$ cat config.mk
export PLATFORM = sky130hd
export DESIGN_NAME = wt_snoop_ctrl
export DESIGN_NICKNAME = d
export VERILOG_FILES = /design/src/rtl/wt_snoop_pkg.sv /design/src/rtl/wt_snoop_dir.sv /design/src/rtl/wt_snoop_filter.sv /design/src/rtl/wt_snoop_seq.sv /design/src/rtl/wt_snoop_ctrl.sv
export SDC_FILE = /design/constraint.sdc
export NUM_CORES = 1
export LEC_CHECK = 0
export BUFFER_PORTS_ARGS = -buffer_cell sky130_fd_sc_hd__buf_4
export CORE_MARGIN = 2
export CORE_UTILIZATION = 55
export DETAILED_ROUTE_END_ITERATION = 8
export GPL_ROUTABILITY_DRIVEN = 0
export PLACE_DENSITY = 0.73
export SYNTH_ARGS = -nofsm -noshare
export SYNTH_HDL_FRONTEND = slang
export SYNTH_SLANG_ARGS = --single-unit
$ cat constraint.sdc
create_clock -name clk -period 3 [get_ports clk]
set_input_delay 0.3 -clock clk [delete_from_list [all_inputs] [get_ports clk]]
set_output_delay 0.3 -clock clk [all_outputs]
set_load 0.01 [all_outputs]
$ cat src/rtl/wt_snoop_pkg.sv
package wt_snoop_pkg;

  typedef enum logic [1:0] {
    ST_IDLE = 2'd0,
    ST_BUS  = 2'd1,
    ST_RESP = 2'd2
  } ctl_state_e;

  localparam int DEF_ADDR_W = 12;
  localparam int DEF_LINES  = 16;
  localparam int DEF_ID_W   = 2;

endpackage

$ cat src/rtl/wt_snoop_dir.sv
// Directory of valid bits and tags, with one lookup port for the processor,
// one lookup port for the snooper, a fill port and an invalidate port.
module wt_snoop_dir #(
  parameter int LINES = 16,
  parameter int TAG_W = 8,
  parameter int IDX_W = $clog2(LINES)
) (
  input  logic             clk,
  input  logic             rst_n,
  input  logic [IDX_W-1:0] lk_idx,
  input  logic [TAG_W-1:0] lk_tag,
  output logic             lk_hit,
  input  logic [IDX_W-1:0] sn_idx,
  input  logic [TAG_W-1:0] sn_tag,
  output logic             sn_hit,
  input  logic             fill_en,
  input  logic [IDX_W-1:0] fill_idx,
  input  logic [TAG_W-1:0] fill_tag,
  input  logic             inv_en,
  output logic [LINES-1:0] line_valid
);

  logic [TAG_W-1:0] tag_arr [LINES];

  for (genvar i = 0; i < LINES; i++) begin : g_line
    logic             set_this;
    logic             clr_this;
    logic             vld_d;
    logic             vld_r;
    logic [TAG_W-1:0] tag_r;

    assign set_this = fill_en && (fill_idx == IDX_W'(i));
    assign clr_this = inv_en  && (sn_idx   == IDX_W'(i));

    // If a fill and an invalidation hit the same line, the invalidation wins.
    always_comb begin
      vld_d = vld_r;
      if (set_this) vld_d = 1'b1;
      if (clr_this) vld_d = 1'b0;
    end

    always_ff @(posedge clk or negedge rst_n) begin
      if (!rst_n) vld_r <= 1'b0;
      else        vld_r <= vld_d;
    end

    always_ff @(posedge clk or negedge rst_n) begin
      if (!rst_n)        tag_r <= '0;
      else if (set_this) tag_r <= fill_tag;
    end

    assign line_valid[i] = vld_r;
    assign tag_arr[i]    = tag_r;
  end

  assign lk_hit = line_valid[lk_idx] && (tag_arr[lk_idx] == lk_tag);
  assign sn_hit = line_valid[sn_idx] && (tag_arr[sn_idx] == sn_tag);

endmodule

$ cat src/rtl/wt_snoop_filter.sv
// Qualifies an observed bus transaction: only a write from another
// originator that matches a held line produces an invalidation.
module wt_snoop_filter #(
  parameter int              ID_W  = 2,
  parameter logic [ID_W-1:0] MY_ID = '0
) (
  input  logic            snoop_valid,
  input  logic            snoop_is_write,
  input  logic [ID_W-1:0] snoop_src_id,
  input  logic            sn_hit,
  output logic            inv_en
);

  logic remote_write;

  always_comb begin
    remote_write = snoop_valid && snoop_is_write && (snoop_src_id != MY_ID);
    inv_en       = remote_write && sn_hit;
  end

endmodule

$ cat src/rtl/wt_snoop_seq.sv
// Processor-side sequencer: accepts one request, decides hit or bus,
// holds the bus request until grant, then reports completion.
module wt_snoop_seq
  import wt_snoop_pkg::*;
#(
  parameter int ADDR_W = 12
) (
  input  logic              clk,
  input  logic              rst_n,
  input  logic              cpu_req_valid,
  input  logic              cpu_req_write,
  input  logic [ADDR_W-1:0] cpu_req_addr,
  input  logic              lk_hit,
  input  logic              bus_gnt,
  output logic              cpu_req_ready,
  output logic              cpu_done,
  output logic              cpu_hit,
  output logic              bus_req,
  output logic              bus_cmd_write,
  output logic [ADDR_W-1:0] bus_addr,
  output logic              fill_en
);

  ctl_state_e        state_q;
  ctl_state_e        state_d;
  logic              wr_q;
  logic [ADDR_W-1:0] addr_q;
  logic              hit_q;
  logic              hit_d;
  logic              accept;
  logic              granted;

  assign accept  = (state_q == ST_IDLE) && cpu_req_valid;
  assign granted = (state_q == ST_BUS) && bus_gnt;

  always_comb begin
    state_d = state_q;
    hit_d   = hit_q;
    unique case (state_q)
      ST_IDLE: begin
        if (accept) begin
          if (!cpu_req_write && lk_hit) begin
            state_d = ST_RESP;
            hit_d   = 1'b1;
          end else begin
            state_d = ST_BUS;
            hit_d   = 1'b0;
          end
        end
      end
      ST_BUS:  if (bus_gnt) state_d = ST_RESP;
      ST_RESP: state_d = ST_IDLE;
      default: state_d = ST_IDLE;
    endcase
  end

  always_ff @(posedge clk or negedge rst_n) begin
    if (!rst_n) begin
      state_q <= ST_IDLE;
      hit_q   <= 1'b0;
    end else begin
      state_q <= state_d;
      hit_q   <= hit_d;
    end
  end

  always_ff @(posedge clk or negedge rst_n) begin
    if (!rst_n) begin
      wr_q   <= 1'b0;
      addr_q <= '0;
    end else if (accept) begin
      wr_q   <= cpu_req_write;
      addr_q <= cpu_req_addr;
    end
  end

  assign cpu_req_ready = (state_q == ST_IDLE);
  assign cpu_done      = (state_q == ST_RESP);
  assign cpu_hit       = cpu_done && hit_q;
  assign bus_req       = (state_q == ST_BUS);
  assign bus_cmd_write = wr_q;
  assign bus_addr      = addr_q;
  assign fill_en       = granted && !wr_q;

endmodule

$ cat src/rtl/wt_snoop_ctrl.sv
module wt_snoop_ctrl
  import wt_snoop_pkg::*;
#(
  parameter int              ADDR_W = DEF_ADDR_W,
  parameter int              LINES  = DEF_LINES,
  parameter int              ID_W   = DEF_ID_W,
  parameter logic [ID_W-1:0] MY_ID  = '0
) (
  input  logic              clk,
  input  logic              rst_n,
  input  logic              cpu_req_valid,
  input  logic              cpu_req_write,
  input  logic [ADDR_W-1:0] cpu_req_addr,
  output logic              cpu_req_ready,
  output logic              cpu_done,
  output logic              cpu_hit,
  output logic              bus_req,
  output logic              bus_cmd_write,
  output logic [ADDR_W-1:0] bus_addr,
  input  logic              bus_gnt,
  input  logic              snoop_valid,
  input  logic              snoop_is_write,
  input  logic [ADDR_W-1:0] snoop_addr,
  input  logic [ID_W-1:0]   snoop_src_id
);

  localparam int IDX_W = $clog2(LINES);
  localparam int TAG_W = ADDR_W - IDX_W;

  logic             lk_hit;
  logic             sn_hit;
  logic             inv_en;
  logic             fill_en;
  logic [LINES-1:0] line_valid;

  wt_snoop_seq #(.ADDR_W(ADDR_W)) u_seq (
    .clk           (clk),
    .rst_n         (rst_n),
    .cpu_req_valid (cpu_req_valid),
    .cpu_req_write (cpu_req_write),
    .cpu_req_addr  (cpu_req_addr),
    .lk_hit        (lk_hit),
    .bus_gnt       (bus_gnt),
    .cpu_req_ready (cpu_req_ready),
    .cpu_done      (cpu_done),
    .cpu_hit       (cpu_hit),
    .bus_req       (bus_req),
    .bus_cmd_write (bus_cmd_write),
    .bus_addr      (bus_addr),
    .fill_en       (fill_en)
  );

  wt_snoop_dir #(.LINES(LINES), .TAG_W(TAG_W), .IDX_W(IDX_W)) u_dir (
    .clk        (clk),
    .rst_n      (rst_n),
    .lk_idx     (cpu_req_addr[IDX_W-1:0]),
    .lk_tag     (cpu_req_addr[ADDR_W-1:IDX_W]),
    .lk_hit     (lk_hit),
    .sn_idx     (snoop_addr[IDX_W-1:0]),
    .sn_tag     (snoop_addr[ADDR_W-1:IDX_W]),
    .sn_hit     (sn_hit),
    .fill_en    (fill_en),
    .fill_idx   (bus_addr[IDX_W-1:0]),
    .fill_tag   (bus_addr[ADDR_W-1:IDX_W]),
    .inv_en     (inv_en),
    .line_valid (line_valid)
  );

  wt_snoop_filter #(.ID_W(ID_W), .MY_ID(MY_ID)) u_filt (
    .snoop_valid    (snoop_valid),
    .snoop_is_write (snoop_is_write),
    .snoop_src_id   (snoop_src_id),
    .sn_hit         (sn_hit),
    .inv_en         (inv_en)
  );

endmodule

==> flow_summary.yaml <==
global_route:
  antenna_found_initial: 0
  first_global_vias: 6425
  grt_overflow_total: 0
  grt_util_all_layers_pct: 28.76
  grt_pass1_wl_um: 37420
  grt_max_degree: 78
sta:
  setup_viol: 0
  fmaxAchievable_mhz: 390.9
  finalHoldViolCount: 0
  fin_tns_setup_ns: 0
  rsz0062_at_grt: "no"
  slew_headroom_pct: 43.49
  period_needed_ns: 2.558
  clock_skew_ns: 0.01056
  period_share_pct: 85.27
  worst_slew_pin_slew_ns: 0.8455
  final_max_slew_viol_count: 0
clock_network:
  cts_buffer_depth: 2
  numCtsBuffers: 17
  cts_setup_buffers: 0
  htreeDepth: 4
  clk_pin_slew_ns: 0.07
  cts.sinks: 160
  cts_resized: 0
  clk_latency_ns: 0.43
  cts_root_buf: "clkbuf_16"
  tritoncts: "done"
worst_setup_path:
  critPathKind: "input port to register"
  worstSetupStartpointType: "input port"
  arrival_ns: 2.84
  path_max_fanout: 34
  crit_family: "simple AND/OR/NAND/NOR gates"
  cp-end-kind: "register"
  rr_worst_depth: 7
  critPathMaxStageDelay_ns: 0.49
  crit_chain: "buf_4 -> nor2b_1 -> a22o_1 -> nor4_1 -> a2111oi_0 -> and3_1 -> nand3_2 -> a2bb2oi_1"
  cpMaxStageDelayCell: "nor2b_1"
  required_ns: 3.28
  worstSetupPathDepth: 8
  crit_buf_inv: 1
hold_path:
  worstHoldPathType: "input port to register"
  min_path_cells: 2
detailed_routing:
  drt_iter0_markers: 468
  first_pass_iters: 6
  drc: 0
  num_vias: 6088
  wirelength_um: 23950
  routedWlPerCell_um: 25.94
  postRouteAntennaNets: 0
  via_per_inst: 6.596
logic_synthesis:
  yosysSeqAreaShare_pct: 44.54
  avgSynthCellArea_um2: 14.04
  synth_area_leaders: "dfrtp_1 45%, mux2_2 19%, mux4_2 14%"
  synthArstFlopShare_pct: 100.0
  yosys_warnings: 0
  synth_edf_count: 0
  synth_cells: 640
  synth_fp_nets: 673
  synthDistinctLibCells: 49
  syn-cell-area_mm2: 0.008989
  synth_flop_cell: "dfrtp_1"
  synth-seq-cells: 160
  synth_top_area_share_pct: 44.54
  yosys.area.top_type: "dfrtp_1"
layout:
  synthToLayoutAreaGrowth_pct: 13.71
  nets: 727
  nFillCells: 1194
  drive_gt1_share_pct: 45.69
  diodes: 0
floorplan:
  core_mm2: 0.01594
  fp.dieH_um: 131.8
  die_area_mm2: 0.01738
  dieWidth_um: 131.8
  io_pins: 50
  rows: 46
  initial_core_util_pct: 56.38
placement:
  io_buffer_count: 49
  dp_hpwl_um: 15660
power:
  p_leak_uw: 0.004643
  power.total_uw: 7558
  power.density_mw_per_mm2: 739.5
  peakVddDrop_mv: 0.5913
status:
  status: "complete, no violations"
job:
  cap_violations: 0
-- worst paths after layout --
check                                         startpoint                        to  slack, ns
worst min register to register  u_dir.g_line[4].tag_r[1]  u_dir.g_line[4].tag_r[1]       0.53
max in group asynchronous                          rst_n  u_dir.g_line[4].tag_r[2]       1.61
worst min-delay path                       cpu_req_write       u_seq.bus_cmd_write       0.10
worst max-delay path                       snoop_addr[1]     u_dir.g_line[8].vld_r       0.44
min in group asynchronous                          rst_n  u_dir.g_line[8].tag_r[6]       0.50
worst max register to register  u_dir.g_line[7].tag_r[1]     u_dir.g_line[8].vld_r       0.45
-- synth_stat cells, drive strengths merged, types with 8 or more instances --
master   instances
a2bb2oi         12
inv             14
buf             25
mux2i           32
xnor2            8
o21ai            8
dfrtp          160
xor2             8
nand2           23
nor2b           12
nor2            12
mux2           150
clkbuf          19
nand3            9
mux4            64
-- per-stage QoR --
step                      util [%]  hold slack [ns]  instances  cell area, µm²  setup slack, ns
after floorplan                  -         0.004409        640            8989           0.6578
after global placement       60.23           0.3881        890            9603           0.1093
after detailed placement     60.23           0.3923        890            9603          0.05277
after CTS                    64.11          0.09086        923           10220           0.4970
after global routing         64.11          0.09104        923           10220           0.2400
final                        64.11           0.1028        923           10220           0.4419
-- final cells by class --
type,count,area [µm²],share of cell area (%)
Sequential cell,160,4004,39.17
Multi-Input combinational cell,422,4662,45.61
Clock inverter,15,182.7,1.787
Timing Repair Buffer,79,624.3,6.108
Inverter,14,52.55,0.5141
Clock buffer,17,425.4,4.162
Tap cell,216,270.3,2.644
-- per-layer routing --
layer | global-route usage (%) | vias to the layer above | part of all wire [%]
met5 | 0 | - | 0
met4 | 10.33 | 0 | 2.7
met3 | 8.112 | 53 | 7.3
met2 | 45.32 | 246 | 49
met1 | 38.57 | 3204 | 41
li1 | - | 2585 | -
-- cell usage in the layout (no fill, tap or decap), types with 5 or more instances in the layout --
master	count
inv_1	14
a2bb2oi_1	12
xor2_1	8
mux4_2	55
mux2_2	150
dfrtp_1	160
nand3b_1	5
nand3_1	8
mux4_1	9
nand2_1	23
nor2_1	12
mux2i_1	32
o21ai_0	8
nand2b_1	6
nand4_1	5
or3_1	6
xnor2_1	7
o22a_1	6
nor2b_1	12
buf_4	75
clkbuf_16	17
-- power by group --
group | internal [µW] | leakage, µW | switching (µW)
clock network | 1320 | 0.000287 | 925
logic | 1170 | 0.00227 | 763
registers | 2720 | 0.00209 | 670
-- cells by family after synthesis --
family | after synthesis | share of synthesized area [%]
buffers and inverters | 58 | 3.591
multiplexers | 246 | 38.77
flip-flops | 160 | 44.54
XOR/XNOR | 16 | 1.643
AO/OA/AOI/OAI | 53 | 4.454
AND/OR/NAND/NOR | 107 | 7.002
-- state kept, by name (all words and copies together), names as in the netlist --
signal and cells:
u_seq.bus_cmd_write 1, u_seq.hit_q 1, u_dir.g_line.vld_r 16, u_dir.g_line.tag_r 128
u_seq.bus_addr 12, u_seq.state_q 2
-- what timing repair did --
item | 4_1_cts | 5_1_grt
endpoints found under the setup margin | 0 | 0
endpoints found under the hold margin | 75 | 0
hold buffers | 1 | 0
(Power assumes the default switching activity.)
